File: config.mk
export PLATFORM = sky130hd
export DESIGN_NAME = hash_msg_packer
export DESIGN_NICKNAME = d
export VERILOG_FILES = /design/src/rtl/hash_msg_packer.sv
export SDC_FILE = /design/constraint.sdc
export NUM_CORES = 1
export LEC_CHECK = 0
export BUFFER_PORTS_ARGS = -buffer_cell sky130_fd_sc_hd__buf_4
export CORE_MARGIN = 5
export CORE_UTILIZATION = 35
export DETAILED_ROUTE_END_ITERATION = 10
export GPL_TIMING_DRIVEN = 0
export SYNTH_ARGS = -nofsm -noshare
export SYNTH_HDL_FRONTEND = slang
export SYNTH_SLANG_ARGS = --single-unit
File: constraint.sdc
create_clock -name clk -period 6.6 [get_ports clk]
set_clock_uncertainty 0.15 [all_clocks]
set_input_delay 1.32 -clock clk [delete_from_list [all_inputs] [get_ports clk]]
set_output_delay 1.32 -clock clk [all_outputs]
set_load 0.01 [all_outputs]
File: src/rtl/hash_msg_packer.sv
module hash_msg_packer #(
  parameter int CNT_W     = 8,
  parameter int MAX_COUNT = 127
) (
  input  logic             clk,
  input  logic             rst_n,
  input  logic             start,
  input  logic [CNT_W-1:0] dev_count,
  input  logic [15:0]      dev_status,
  input  logic             key_valid,
  input  logic [39:0]      key_data,
  output logic             key_ready,
  output logic             word_valid,
  input  logic             word_ready,
  output logic [31:0]      word_data,
  output logic [2:0]       word_mode,
  input  logic             hash_done,
  input  logic             hash_match,
  output logic             done,
  output logic             pass,
  output logic             err
);

  localparam logic [2:0] M_T32 = 3'd1, M_CMPL = 3'd2, M_T24 = 3'd4,
                         M_T16 = 3'd5, M_T8 = 3'd6, M_T0 = 3'd7;

  typedef enum logic [2:0] {S_IDLE, S_KEYS, S_TAIL, S_PAD, S_LEN, S_CMPL, S_WAIT, S_DONE} st_t;

  st_t              state;
  logic [CNT_W-1:0] left, total;
  logic [15:0]      stat_q;
  logic [63:0]      acc;
  logic [3:0]       nb;
  logic [1:0]       tidx;
  logic [3:0]       wcnt;
  logic             pass_q, err_q;
  logic [31:0]      tail_data;
  logic [2:0]       tail_mode;
  logic             tail_last;
  logic             fire, push;

  wire [7:0] b0 = acc[63:56];
  wire [7:0] b1 = acc[55:48];
  wire [7:0] b2 = acc[47:40];
  wire [7:0] s0 = stat_q[15:8];
  wire [7:0] s1 = stat_q[7:0];
  wire [31:0] len_bits = 32'(total) * 32'd40 + 32'd80;

  always_comb begin
    tail_data = 32'h0;
    tail_mode = M_T0;
    case ({nb[1:0], tidx})
      4'b00_00: begin tail_data = {16'h0, s0, s1}; tail_mode = M_T16; end
      4'b00_01: tail_mode = M_T0;
      4'b00_10: tail_mode = M_T16;
      4'b01_00: begin tail_data = {8'h0, b0, s0, s1}; tail_mode = M_T24; end
      4'b01_01: tail_mode = M_T0;
      4'b01_10: tail_mode = M_T8;
      4'b10_00: begin tail_data = {b0, b1, s0, s1}; tail_mode = M_T32; end
      4'b10_01: tail_mode = M_T0;
      4'b10_10: tail_mode = M_T0;
      4'b11_00: begin tail_data = {b0, b1, b2, s0}; tail_mode = M_T32; end
      4'b11_01: begin tail_data = {24'h0, s1}; tail_mode = M_T8; end
      4'b11_10: tail_mode = M_T0;
      default:  tail_mode = M_T24;
    endcase
  end

  assign tail_last = (tidx == ((nb[1:0] == 2'd3) ? 2'd3 : 2'd2));

  always_comb begin
    word_valid = 1'b0;
    word_data  = 32'h0;
    word_mode  = M_T32;
    case (state)
      S_KEYS: begin word_valid = (nb >= 4'd4); word_data = acc[63:32]; end
      S_TAIL: begin word_valid = 1'b1; word_data = tail_data; word_mode = tail_mode; end
      S_PAD:  word_valid = (wcnt != 4'd15);
      S_LEN:  begin word_valid = 1'b1; word_data = len_bits; end
      S_CMPL: begin word_valid = 1'b1; word_mode = M_CMPL; end
      default: ;
    endcase
  end

  assign key_ready = (state == S_KEYS) && (left != '0) && (nb <= 4'd3);
  assign push      = key_ready && key_valid;
  assign fire      = word_valid && word_ready;
  assign done      = (state == S_DONE);
  assign pass      = pass_q;
  assign err       = err_q;

  always_ff @(posedge clk or negedge rst_n) begin
    if (!rst_n) begin
      state  <= S_IDLE;
      left   <= '0;
      total  <= '0;
      stat_q <= '0;
      acc    <= '0;
      nb     <= '0;
      tidx   <= '0;
      wcnt   <= '0;
      pass_q <= 1'b0;
      err_q  <= 1'b0;
    end else begin
      if (fire && state != S_CMPL) wcnt <= wcnt + 4'd1;
      case (state)
        S_IDLE: if (start) begin
          left   <= dev_count;
          total  <= dev_count;
          stat_q <= dev_status;
          acc    <= '0;
          nb     <= '0;
          wcnt   <= '0;
          tidx   <= '0;
          pass_q <= (dev_count == '0);
          err_q  <= (32'(dev_count) > MAX_COUNT);
          if (dev_count == '0 || 32'(dev_count) > MAX_COUNT) state <= S_DONE;
          else state <= S_KEYS;
        end
        S_KEYS: begin
          if (push) begin
            acc  <= acc | ({key_data, 24'h0} >> {nb, 3'b000});
            nb   <= nb + 4'd5;
            left <= left - 1'b1;
          end else if (fire) begin
            acc <= acc << 32;
            nb  <= nb - 4'd4;
          end else if (left == '0 && nb < 4'd4) begin
            state <= S_TAIL;
            tidx  <= '0;
          end
        end
        S_TAIL: if (fire) begin
          if (tail_last) state <= S_PAD;
          else tidx <= tidx + 2'd1;
        end
        S_PAD:  if (wcnt == 4'd15) state <= S_LEN;
        S_LEN:  if (fire) state <= S_CMPL;
        S_CMPL: if (fire) state <= S_WAIT;
        S_WAIT: if (hash_done) begin
          pass_q <= hash_match;
          state  <= S_DONE;
        end
        S_DONE: state <= S_IDLE;
        default: state <= S_IDLE;
      endcase
    end
  end

  p_mode_legal_r1: assert property (@(posedge clk) disable iff (!rst_n)
    word_valid |-> (word_mode != 3'd0 && word_mode != 3'd3));

  p_key_word_excl_r1: assert property (@(posedge clk) disable iff (!rst_n)
    key_ready |-> !word_valid);

  p_cmpl_zero_r7: assert property (@(posedge clk) disable iff (!rst_n)
    (word_valid && word_mode == M_CMPL) |-> (word_data == 32'h0));

  p_hold_r10: assert property (@(posedge clk) disable iff (!rst_n)
    (word_valid && !word_ready) |=> (word_valid && $stable(word_data) && $stable(word_mode)));

  p_result_excl_r9: assert property (@(posedge clk) disable iff (!rst_n)
    done |-> !(pass && err));

endmodule

=== Word-level counts from Yosys, hierarchy flattened ===
Cells that the tools add are included.

* Register bits after elaboration: 111
* Input port bits: 71
* Output and inout bits: 40
* Word-level logic and storage cells: 127

* Add/subtract/negate cells: 6
* $mul: 1
* Order comparisons: 4
* Equal/unequal tests: 36
* Shift operators: 1
* Multiplexer cells: 42
* Bitwise operators: 1
* Reduce and logical (&&, ||, !) cells: 26

{| class="wikitable"
|+ Operators with widths
! kind !! count
|-
| 64-bit two-way mux || 3
|-
| 32-bit case mux with 5 select lines || 1
|-
| 64-bit case mux with 2 select lines || 1
|-
| 32-bit case mux with 3 select lines || 1
|-
| 64-bit bitwise OR || 1
|-
| 64-bit by 7-bit right shift with 64-bit output || 1
|-
| 3-bit two-way mux || 11
|-
| 4-bit == test, second input constant || 7
|-
| 4-bit two-way mux || 6
|-
| 3-bit case mux with 8 select lines || 1
|-
| 2-bit inequality test, second input constant || 11
|-
| 8-bit zero test || 2
|-
| 8-bit two-way mux || 2
|-
| 8-bit case mux with 2 select lines || 1
|-
| 14-bit by 7-bit adder with 15-bit output, second input constant || 1
|-
| 3-bit == test, second input constant || 4
|-
| 4-bit by 3-bit == test with 1-bit output, second input constant || 3
|-
| 2-bit two-way mux || 6
|-
| 3-bit case mux with 4 select lines || 1
|-
| 8-bit by 3-bit multiplier with 11-bit output, second input constant || 1
|-
| 10-bit AND reduction || 1
|-
| 3-bit AND reduction || 3
|-
| 8-bit by 7-bit greater-than comparator with 1-bit output, second input constant || 1
|-
| 4-bit case mux with 2 select lines || 1
|-
| other kinds (34) || 46
|}

=== Logic depth before layout (Yosys ltp) ===
Gate-level depths: netlist of run 1.

* Depth in word-level cells: 8
* Mapped depth: 12
* Gate-level depth less buffers: 9

=== Least setup slack after synthesis of run 1 ===
No wires, ideal clock.

* Path type: reg-to-output
* Start: reg total[1]
* End: out word_data[13]
* Arrival: 2646 ps
* Data required time: 5130 ps
* Setup slack: 2484 ps
* Stages on the path, launching flop included: 9
* Buffers on the path: 0
* Cells stage by stage: dfrtp_1 > ha_1 > ha_1 > fa_1 > a211oi_1 > nor2_1 > xor2_1 > nand3_1 > o41ai_1

* Word-level cells in the longest chain between the ends: 3

{| class="wikitable"
|+ RTL lines
! what !! line !! RTL
|-
| start, declared || 30 || <nowiki>logic [CNT_W-1:0] left, total;</nowiki>
|-
| start signal, assigned || 109 || <nowiki>total <= dev_count;</nowiki>
|-
| 8-bit by 3-bit multiplier with 11-bit output || 47 || <nowiki>wire [31:0] len_bits = 32'(total) * 32'd40 + 32'd80;</nowiki>
|-
| 14-bit by 7-bit adder with 15-bit output || 47 ||
|-
| 32-bit case mux with 3 select lines || 75 || <nowiki>case (state)</nowiki>
|-
| end, declared || 15 || <nowiki>output logic [31:0] word_data,</nowiki>
|}

No other way between the ends.

=== Worst setup path in the final report of run 1 ===
* Start: reg nb[1]
* End: out word_data[2]

* Word-level cells in the longest chain between the ends: 3
* Elaborated cells on any way between the ends: 7
* Classes of those cells: eq/ne: 4; mux: 2; reduce/logical: 1

{| class="wikitable"
|+ RTL lines
! what !! line !! RTL
|-
| start, declared || 33 || <nowiki>logic [3:0] nb;</nowiki>
|-
| start signal, assigned || 123 || <nowiki>nb <= nb + 4'd5;</nowiki>
|-
| start signal, assigned || 127 || <nowiki>nb <= nb - 4'd4;</nowiki>
|-
| 4-bit == test, or another cell as far along || 52 || <nowiki>case ({nb[1:0], tidx})</nowiki>
|-
| 32-bit case mux with 5 select lines * || 52 ||
|-
| 32-bit case mux with 3 select lines * || 75 ||
|}

Mark *: on every way between the ends. The rest lies on a longest branch, timed or not.

==> impl_metrics.py, run 1 <==
metrics = {
    "yosys": {
        "syn_area_per_cell_um2": 8.46,
        "synth_edf_count": 0,
        "yosys_warnings": 0,
        "synthCells": 857,
        "yosysSeqAreaShare": 0.383,
        "ys_ff_latch": 111,
        "synth_nets": 954,
        "synth_area_um2": 7250,
        "async_flop_share": 1.00,
        "synth_ff_type": "dfrtp_1",
        "synth.distinct_cells": 66,
    },
    "min_path": {
        "hp-class": "flop to flop",
        "hp-start": "acc[5]$_DFFE_PN0P_",
    },
    "power": {
        "peakVddDrop_mv": 0.197,
        "fin_total_pwr_mw": 4.40,
        "power_density_nw_per_um2": 503,
        "p_leak_nw": 3.94,
    },
    "routing": {
        "ant_nets": 0,
        "drc_errors": 0,
        "wl_per_cell_um": 20.7,
        "vias_per_cell": 5.60,
        "routed_wirelength_um": 26000,
        "drt_iter0_markers": 644,
        "first_pass_iters": 5,
        "num_vias": 7017,
    },
    "sta": {
        "finalSetupTns_ps": 0,
        "rsz0062_at_grt": "false",
        "worst_pin_slew_ps": 997,
        "relSlewSlack": 0.330,
        "hold_ws_ps": 338,
        "layout_min_cycle_time_ps": 5040,
        "period_share": 0.764,
        "setup_viol": 0,
        "max_freq_ghz": 0.198,
        "hold_viol": 0,
        "slew_viol_final": 0,
    },
    "floorplanning": {
        "fp.dieH_um": 154,
        "die_x_um": 154,
        "die-area_um2": 23700,
        "top_level_ports": 111,
        "initial_core_util": 0.357,
        "fp.coreArea_um2": 20300,
        "num_rows": 52,
    },
    "global_route": {
        "grt_usage": 0.215,
        "overflow": 0,
        "grt_pass1_vias": 6936,
        "antenna_found_initial": 0,
        "grt_max_degree": 77,
        "grt_first_pass_wirelength_um": 40200,
    },
    "cells_and_area": {
        "final_util": 0.430,
        "fillers": 2117,
        "ff_latch_area_um2": 2780,
        "multiInputGateArea_um2": 4120,
        "syn_to_final_growth_pct": 20.5,
        "antenna_cells": 0,
        "fin_nets": 1076,
        "final_area_um2": 8740,
        "drive_gt1_frac": 0.180,
    },
    "cts": {
        "postCtsSetupBuffers": 0,
        "insertion_delay_ps": 370,
        "clockBufferDepth": 2,
        "clk_pin_slew_ps": 80,
        "cts_root_buffer": "clkbuf_16",
        "htreeDepth": 3,
        "ctsResizeCount": 0,
        "cts_sinks": 111,
        "numCtsBuffers": 9,
        "cts_hold_buf": 0,
        "cts_tree": "done",
    },
    "worst_setup_path": {
        "crit_type": "flop to primary output",
        "cpPeakStageDelay_ps": 410,
        "crit_slowest_cell": "o21ai_0",
        "path_common_cell": "clkbuf_1",
        "worstPathRequired_ps": 5130,
        "critPathCaptureType": "primary output",
        "crit_path_max_fanout": 11,
        "cp_num_buf_inv": 5,
        "r2r-start": "nb[2]$_DFFE_PN0P_",
        "critical-path-top-delay-family": "buffers and inverters",
        "crit_path_start_kind": "flop",
        "cp.arrival_ps": 3570,
        "startpoint": "nb[1]$_DFFE_PN0P_",
        "crit_chain": "clkbuf_1 > inv_1 > clkbuf_1 > ha_1 > or3_1 > clkbuf_1 > o21a_1 > o21ai_0 > o21ai_0 > buf_4",
    },
    "placement": {
        "io_buffers": 110,
        "gp_congestion": 0.983,
        "placed_area_um2": 8440,
        "hpwlAfterDp_um": 19300,
    },
    "status": {
        "status": "complete, no violations",
    },
    "flow_run": {
        "cap_violations": 0,
    },
}
[state kept, by name (all words and copies together) (netlist names)]
signal / cells
nb: 4
tidx: 2
state: 3
left: 8
stat_q: 16
err: 1
total: 8
wcnt: 4
pass: 1
acc: 64
[cell type report]
cell class | instances | area share
multi-input combinational | 667 | 0.472
sequential | 111 | 0.318
timing repair buffer | 111 | 0.0981
tap | 270 | 0.0387
buffer | 64 | 0.0334
clock buffer | 10 | 0.0274
inverter | 15 | 0.00645
clock inverter | 6 | 0.00602
[metal layers]
layer	global-route usage	vias up	part of all wire
met5	0.0207	-	0.0026
met2	0.325	271	0.44
met4	0.0555	2	0.020
li1	-	3338	-
met3	0.0464	36	0.074
met1	0.310	3370	0.46
[cells in the mapped netlist (3+ instances only)]
cell / number / share of area
nand2b_1: 3 / 0.0026
o21ai_0: 60 / 0.041
a21oi_1: 88 / 0.061
buf_1: 5 / 0.0026
nand3_1: 20 / 0.014
mux2_2: 17 / 0.026
o21a_1: 4 / 0.0041
a211o_1: 4 / 0.0048
inv_1: 15 / 0.0078
o22ai_1: 33 / 0.028
xnor2_1: 10 / 0.012
buf_6: 3 / 0.0047
nor3_1: 25 / 0.017
o2bb2ai_1: 3 / 0.0036
nor2b_1: 3 / 0.0026
dfrtp_1: 111 / 0.38
buf_4: 3 / 0.0031
a2bb2oi_1: 5 / 0.0060
ha_1: 25 / 0.043
mux2i_1: 28 / 0.039
or3_1: 4 / 0.0035
buf_2: 13 / 0.0090
a22oi_1: 24 / 0.025
clkbuf_1: 39 / 0.020
and2_1: 14 / 0.012
a22o_1: 33 / 0.040
and3_1: 7 / 0.0060
xor2_1: 6 / 0.0072
a221o_1: 4 / 0.0055
nor2_1: 73 / 0.038
nand2_1: 129 / 0.067
[cells by family after synthesis]
kind of cell / Yosys count / share of synthesized area
compound gates: 283 / 0.252
xor+xnor: 16 / 0.0193
fa+ha+maj: 26 / 0.0459
buf+inv: 79 / 0.0480
flops: 111 / 0.383
mux: 45 / 0.0651
simple gates: 297 / 0.186
[layout by cell type (no fill, tap or decap), types with 3 or more instances in the layout]
cell type,instances
and2_1,14
a221o_1,4
nor2_1,73
nand3_1,20
xnor2_1,10
clkbuf_1,39
inv_1,15
nor2b_1,3
a211o_1,4
mux2_2,17
nand2_1,129
buf_6,4
a2bb2oi_1,5
buf_1,5
o2bb2ai_1,3
buf_4,112
ha_1,25
o22ai_1,33
xor2_1,6
mux2i_1,28
nor3_1,25
nand2b_1,3
o21ai_0,60
clkbuf_16,9
or3_1,4
o21a_1,4
buf_2,13
and3_1,7
dfrtp_1,111
a22oi_1,24
a21oi_1,88
a22o_1,33
[metrics by stage]
step                cells  setup slack (ps)
detailed placement   1238              2050
finish               1254              1560
global route         1254              1400
CTS                  1254              1630
floorplan             857              2480
global placement     1237              2020
[path summary, 6_finish.rpt]
path / end / slack [ps] / depth (start not counted)
max in group asynchronous: acc[39]$_DFFE_PN0P_ / 4890 / 2
min reg2reg: acc[5]$_DFFE_PN0P_ / 340 / 2
min in group asynchronous: wcnt[0]$_DFF_PN0_ / 700 / 1
min: acc[5]$_DFFE_PN0P_ / 340 / 2
max: word_data[2] / 1560 / 10
max reg2reg: acc[59]$_DFFE_PN0P_ / 3420 / 11
[where the power goes]
group	total, mW	internal, mW	switching (mW)
clock network	0.558	0.273	0.284
registers	1.25	1.00	0.249
logic	2.59	1.05	1.54
total	4.40	2.32	2.07
[worst register-to-register path: stages, from the launching register on]
cell      delay, ps
dfrtp_1         330
clkbuf_1        260
inv_1           200
clkbuf_1        320
ha_1            340
nor2b_1         160
mux2i_1          90
nor3_1          330
nand2_2         190
clkbuf_1        350
a21oi_1         250
a21oi_1          70
Note: power is estimated with default switching activity, not from simulation.
==> run 2, diff against run 1 <==
--- a/config.mk
+++ b/config.mk
@@ -5,6 +5,7 @@
 export SDC_FILE = /design/constraint.sdc
 export NUM_CORES = 1
 export LEC_CHECK = 0
+export ABC_AREA = 1
 export BUFFER_PORTS_ARGS = -buffer_cell sky130_fd_sc_hd__buf_4
 export CORE_MARGIN = 5
 export CORE_UTILIZATION = 35
==> constraint.sdc (replaced) <==
create_clock -name clk -period 4.9 [get_ports clk]
set_clock_uncertainty 0.15 [all_clocks]
set_input_delay 0.98 -clock clk [delete_from_list [all_inputs] [get_ports clk]]
set_output_delay 0.98 -clock clk [all_outputs]
set_load 0.01 [all_outputs]
==> run 2 against run 1 <==
Register-to-register slack worse by 1800 ps. Utilization down 1.2 points. Area after synthesis up 13%. Largest power group unchanged. First-iteration DRC count increased by 18%. Synthesized cell count rose by 50%. Design area grew 12%. Final cell count grew 38%. Via count up 27%. Largest cell class unchanged. Non-clock buffer count decreased by 1.
==> impl_metrics.py, run 2 <==
metrics = {
    "cells_and_area": {
        "antenna_cells": 0,
        "largestRegisters": "acc (64), stat_q (16)",
        "drive_gt1_frac": 0.116,
        "fillers": 2540,
        "syn_to_final_growth_pct": 18.7,
        "layout_commonest_cell": "nand2_1",
        "regMostFlops": "acc",
        "final_cell_mix": "396 x nand2_1, 161 x inv_1, 147 x nand3_1, 120 x o21ai_0, 113 x buf_4",
        "largest_reg_flops": 64,
        "final_cells": 1733,
        "fin_nets": 1507,
    },
    "sta": {
        "relSlewSlack": 0.469,
        "max_freq_ghz": 0.214,
        "worst_slack_ps": 220,
        "period_share": 0.955,
        "rsz0062_at_grt": "false",
        "layout_min_cycle_time_ps": 4680,
        "slew_viol_final": 0,
        "worst_pin_slew_ps": 794,
        "setup_viol": 0,
        "finalSetupTns_ps": 0,
        "hold_viol": 0,
    },
    "yosys": {
        "syn_area_per_cell_um2": 6.38,
        "ys_ff_latch": 111,
        "synth_top_cell_area_share": 0.338,
        "synth_area_leaders": "dfrtp_1 34%, nand2_1 18%, nand3_1 8.9%",
        "yosys_warnings": 0,
        "synthCells": 1289,
        "synth.distinct_cells": 35,
        "synth_area_um2": 8220,
        "async_flop_share": 1.00,
        "synth_largest_area_cell": "dfrtp_1",
        "synth_edf_count": 0,
        "synth_commonest_cells": "396 x nand2_1, 161 x inv_1, 147 x nand3_1",
        "synth_ff_type": "dfrtp_1",
        "synth_nets": 1386,
        "yosysSeqAreaShare": 0.338,
        "synth.most_common_cell": "nand2_1",
    },
    "power": {
        "pwr-share-comb": 0.619,
        "swShare": 0.520,
        "peakVddDrop_mv": 0.206,
        "p_seq_frac": 0.251,
        "p_leak_nw": 4.96,
        "clock_power_share": 0.130,
        "internal-power_mw": 2.82,
        "power_density_nw_per_um2": 601,
        "p_sw_mw": 3.05,
    },
    "status": {
        "status": "complete, no violations",
    },
    "cts": {
        "numCtsBuffers": 9,
        "cts_root_buffer": "clkbuf_16",
        "clk_pin_slew_ps": 70,
        "insertion_delay_ps": 360,
        "cts_hold_buf": 0,
        "ctsResizeCount": 0,
        "cts_tree": "done",
        "htreeDepth": 3,
        "cts_sinks": 111,
        "clockBufferDepth": 2,
        "postCtsSetupBuffers": 0,
    },
    "worst_setup_path": {
        "regToRegSetupSlack_ps": 1630,
        "critical-path-top-delay-family": "buffers and inverters",
        "ff2ff_path_depth": 10,
        "cp_num_buf_inv": 7,
        "crit_slowest_cell": "a21oi_1",
        "worstPathRequired_ps": 3770,
        "r2r-end": "acc[59]$_DFFE_PN0P_",
        "crit_type": "flop to primary output",
        "crit_chain": "clkbuf_1 > inv_1 > clkbuf_1 > ha_1 > nand2_1 > inv_1 > nor2_1 > inv_1 > a21oi_1 > clkbuf_1 > o22ai_1 > buf_4",
        "r2r-start": "nb[3]$_DFFE_PN0P_",
        "crit_path_max_fanout": 11,
        "cp.arrival_ps": 3550,
        "cpPeakStageDelay_ps": 580,
        "critPathCaptureType": "primary output",
        "crit_path_start_kind": "flop",
    },
    "routing": {
        "wl_per_cell_um": 17.8,
        "first_pass_iters": 5,
        "drc_errors": 0,
        "vias_per_cell": 5.14,
        "drt_iter0_markers": 761,
        "num_vias": 8911,
        "routed_wirelength_um": 30800,
        "ant_nets": 0,
    },
    "global_route": {
        "grt_max_degree": 62,
        "grt_usage": 0.231,
        "antenna_found_initial": 0,
        "grt_pass1_vias": 8553,
        "overflow": 0,
        "grt_first_pass_wirelength_um": 48200,
    },
    "placement": {
        "hpwlAfterDp_um": 24200,
        "io_buffers": 109,
        "gp_congestion": 1.02,
        "dp.cells": 1718,
        "place_ws_ps": 623,
    },
    "floorplanning": {
        "top_level_ports": 111,
        "die_x_um": 163,
        "fp.coreArea_um2": 23300,
        "fp.dieH_um": 163,
        "initial_core_util": 0.352,
        "num_rows": 56,
        "die-area_um2": 26700,
    },
    "flow_run": {
        "cap_violations": 0,
    },
    "min_path": {
        "hp-class": "flop to flop",
        "hold_path_depth": 2,
        "hold_path_end": "acc[23]$_DFFE_PN0P_",
        "hp-start": "acc[23]$_DFFE_PN0P_",
    },
}
[run 2: cell families after synthesis]
group           after synthesis  synth area share
fa+ha+maj                    26            0.0405
flops                       111             0.338
simple gates                668             0.340
compound gates              245             0.163
xor+xnor                      7           0.00745
buf+inv                     232             0.112
[run 2: area by class of cell]
| type | count | area [um2] | share of cell area |
|---|---|---|---|
| clock inverter | 4 | 55.1 | 0.00564 |
| multi-input combinational | 946 | 4530 | 0.464 |
| tap | 319 | 399 | 0.0409 |
| clock buffer | 11 | 233 | 0.0238 |
| inverter | 168 | 631 | 0.0646 |
| buffer | 64 | 289 | 0.0296 |
| timing repair buffer | 110 | 850 | 0.0870 |
| sequential | 111 | 2780 | 0.285 |
[run 2: how the worst max path moves through the flow]
stage	start	end	slack, ps	cells past startpoint
2_1_floorplan	total[1]$_DFFE_PN0P_	word_data[11]	1510	10
3_3_place_gp	nb[0]$_DFFE_PN0P_	word_data[17]	630	12
3_5_place_dp	nb[0]$_DFFE_PN0P_	word_data[17]	620	12
4_1_cts	nb[0]$_DFFE_PN0P_	word_data[17]	230	12
5_1_grt	nb[1]$_DFFE_PN0P_	word_data[22]	40	11
6_report	nb[0]$_DFFE_PN0P_	word_data[17]	220	12
[run 2: worst reg2reg max path, stage by stage (launching register included)]
cell      delay [ps]
dfrtp_1          360
clkbuf_1         200
inv_2            240
clkbuf_1         510
ha_1             380
inv_1             60
nor2_1           620
buf_2            360
nand3_1          100
nand3_1          100
o21ai_1           70
[run 2: through the flow]
step | cell area, um2 | power, mW | hold WS [ps] | util
3_3_place_gp | 9440 | 5.00 | 312 | 0.405
3_5_place_dp | 9470 | 5.05 | 315 | 0.406
4_1_cts | 9760 | 5.83 | 333 | 0.418
5_1_grt | 9760 | 6.41 | 358 | 0.418
6_report | 9760 | 5.87 | 330 | 0.418
2_1_floorplan | 8220 | 3.85 | 292 | -
[run 2: routing by layer]
metal | vias to the layer above | routed length, um | track usage | share of wire
met1 | 4166 | 14000 | 0.326 | 0.45
li1 | 4401 | - | - | -
met5 | - | 0 | 0 | 0
met2 | 297 | 14300 | 0.373 | 0.46
met4 | 0 | 748 | 0.0679 | 0.024
met3 | 47 | 1780 | 0.0298 | 0.058
[run 2: power groups by stage]
stage / Combinational [mW] / Sequential [mW] / Clock (mW)
floorplan: 2.43 / 1.42 / 0
global placement: 3.52 / 1.48 / 0
detailed placement: 3.57 / 1.48 / 0
CTS: 3.58 / 1.47 / 0.776
global route: 4.08 / 1.51 / 0.812
finish: 3.64 / 1.47 / 0.762
==> run 3, diff against run 2 <==
--- a/config.mk
+++ b/config.mk
@@ -10,7 +10,6 @@
 export CORE_MARGIN = 5
 export CORE_UTILIZATION = 35
 export DETAILED_ROUTE_END_ITERATION = 10
-export GPL_TIMING_DRIVEN = 0
 export SYNTH_ARGS = -nofsm -noshare
 export SYNTH_HDL_FRONTEND = slang
 export SYNTH_SLANG_ARGS = --single-unit
==> run 3 against run 2 <==
Sequential share of layout area up 0.32 points. Utilization down 0.47 points. Fmax up 15%. Global-route usage down 2.3 points. Combinational power down 5.8%. Wire length down 10%. Critical path depth unchanged. Total power down 1.6%. Design area down 1.1%. Register-to-register slack better by 120 ps. Sequential power about the same. Via count down 2.7%. Critical path type unchanged. Critical endpoint is now word_data[12].
==> impl_metrics.py, run 3 (synthesized netlist as in run 2, its figures left out) <==
metrics = {
    "status": {
        "status": "complete, no violations",
    },
    "routing": {
        "num_vias": 8666,
        "wl_per_cell_um": 16.4,
        "drt_iter0_markers": 893,
        "vias_per_cell": 5.14,
        "routed_wirelength_um": 27700,
        "ant_nets": 0,
        "first_pass_iters": 6,
        "drc_errors": 0,
    },
    "sta": {
        "finalSetupTns_ps": 0,
        "worst_pin_slew_ps": 809,
        "setup_viol": 0,
        "max_freq_ghz": 0.246,
        "slew_viol_final": 0,
        "relSlewSlack": 0.460,
        "hold_viol": 0,
        "period_share": 0.831,
        "layout_min_cycle_time_ps": 4070,
        "rsz0062_at_grt": "false",
        "hold_ws_ps": 332,
    },
    "worst_setup_path": {
        "r2r-start": "state[2]$_DFFE_PN0P_",
        "cp.arrival_ps": 2940,
        "r2r-end": "acc[42]$_DFFE_PN0P_",
        "ff2ff_path_depth": 12,
        "critPathCaptureType": "primary output",
        "worstPathRequired_ps": 3770,
        "crit_chain": "ha_1 > ha_1 > fa_1 > o21ai_0 > nor2_1 > nand3_1 > nor2_1 > nand2_1 > nand2_1 > nand3_1 > nand2_1 > buf_4",
        "cpPeakStageDelay_ps": 620,
        "crit_type": "flop to primary output",
        "path_common_cell": "nand2_1",
        "crit_path_max_fanout": 5,
        "crit_slowest_cell": "fa_1",
        "regToRegSetupSlack_ps": 1750,
        "crit_path_start_kind": "flop",
    },
    "cts": {
        "cts_hold_buf": 0,
        "numCtsBuffers": 9,
        "cts_sinks": 111,
        "cts_tree": "done",
        "cts_root_buffer": "clkbuf_16",
        "ctsResizeCount": 0,
        "insertion_delay_ps": 370,
        "clockBufferDepth": 2,
        "htreeDepth": 3,
        "clk_pin_slew_ps": 80,
        "postCtsSetupBuffers": 0,
    },
    "cells_and_area": {
        "drive_gt1_frac": 0.120,
        "fin_nets": 1459,
        "largestRegisters": "acc (64), stat_q (16)",
        "antenna_cells": 0,
        "layout_commonest_cell": "nand2_1",
        "final_area_um2": 9650,
        "final_cell_mix": "396 x nand2_1, 161 x inv_1, 147 x nand3_1, 124 x buf_4, 120 x o21ai_0",
        "syn_to_final_growth_pct": 17.4,
        "largest_reg_flops": 64,
        "regMostFlops": "acc",
    },
    "floorplanning": {
        "die_x_um": 163,
        "initial_core_util": 0.352,
        "die-area_um2": 26700,
        "top_level_ports": 111,
        "fp.dieH_um": 163,
        "num_rows": 56,
        "fp.coreArea_um2": 23300,
    },
    "flow_run": {
        "cap_violations": 0,
    },
    "min_path": {
        "hp-class": "flop to flop",
        "hp-start": "acc[35]$_DFFE_PN0P_",
        "hold_path_end": "acc[35]$_DFFE_PN0P_",
        "hold_path_depth": 2,
    },
    "global_route": {
        "grt_usage": 0.209,
        "grt_pass1_vias": 8240,
        "grt_max_degree": 76,
        "overflow": 0,
        "antenna_found_initial": 1,
        "grt_first_pass_wirelength_um": 44200,
    },
    "power": {
        "peakVddDrop_mv": 0.193,
        "p_leak_nw": 4.94,
        "power_density_nw_per_um2": 598,
    },
    "placement": {
        "io_buffers": 110,
        "placed_area_um2": 9310,
        "gp_congestion": 0.903,
        "hpwlAfterDp_um": 19700,
    },
}
## run 3: changes by cell type in the layout (fill, tap and decap cells not counted), sizes merged
cell      before  now
buf          136  126
bufinv         1    2
clkbuf        49   11
clkinv         3    4
clkinvlp       1    0
## run 3: worst max path at each step
| stage | from | endpoint | cells after the start |
|---|---|---|---|
| 2_1_floorplan | total[1]$_DFFE_PN0P_ | word_data[11] | 10 |
| 3_3_place_gp | total[1]$_DFFE_PN0P_ | word_data[10] | 9 |
| 3_5_place_dp | total[1]$_DFFE_PN0P_ | word_data[10] | 9 |
| 4_1_cts | total[1]$_DFFE_PN0P_ | word_data[10] | 9 |
| 5_1_grt | total[1]$_DFFE_PN0P_ | word_data[12] | 12 |
| 6_report | total[1]$_DFFE_PN0P_ | word_data[12] | 12 |
## run 3: report_power, final
group	internal (mW)	total, mW	switching (mW)
Sequential	1.24	1.48	0.242
Combinational	1.15	3.43	2.28
Clock	0.483	0.867	0.384
Total	2.87	5.77	2.91
## run 3: layout make-up
type | count | area (um2)
Fill cell | 2463 | 13700
Timing Repair Buffer | 126 | 971
Clock buffer | 11 | 253
Tap cell | 319 | 399
Inverter | 168 | 631
Multi-Input combinational cell | 946 | 4530
Sequential cell | 111 | 2780
Clock inverter | 5 | 88.8
## run 3: critical path, delay by kind of cell, from the launching register on
kind | cells | cell delay (ps)
adders and majority gates | 3 | 1170
and+or+nand+nor | 7 | 720
DFF | 1 | 440
AOI/OAI and AO/OA | 1 | 130
buffers and inverters | 1 | 120
## run 3: metrics by stage
step           cells  power, mW   util  worst slack (ps)
4_1_cts         1686       5.76  0.414               783
3_5_place_dp    1670       4.88  0.399              1210
5_1_grt         1686       6.33  0.414               506
6_report        1686       5.77  0.414               830
3_3_place_gp    1670       4.82  0.399              1230
2_1_floorplan   1289       3.85      -              1510
## run 3: per-layer routing
metal / wire length (um) / global-route usage
met1: 12400 / 0.290
met2: 12800 / 0.333
met3: 1560 / 0.0252
met4: 913 / 0.0816
met5: 13 / 0
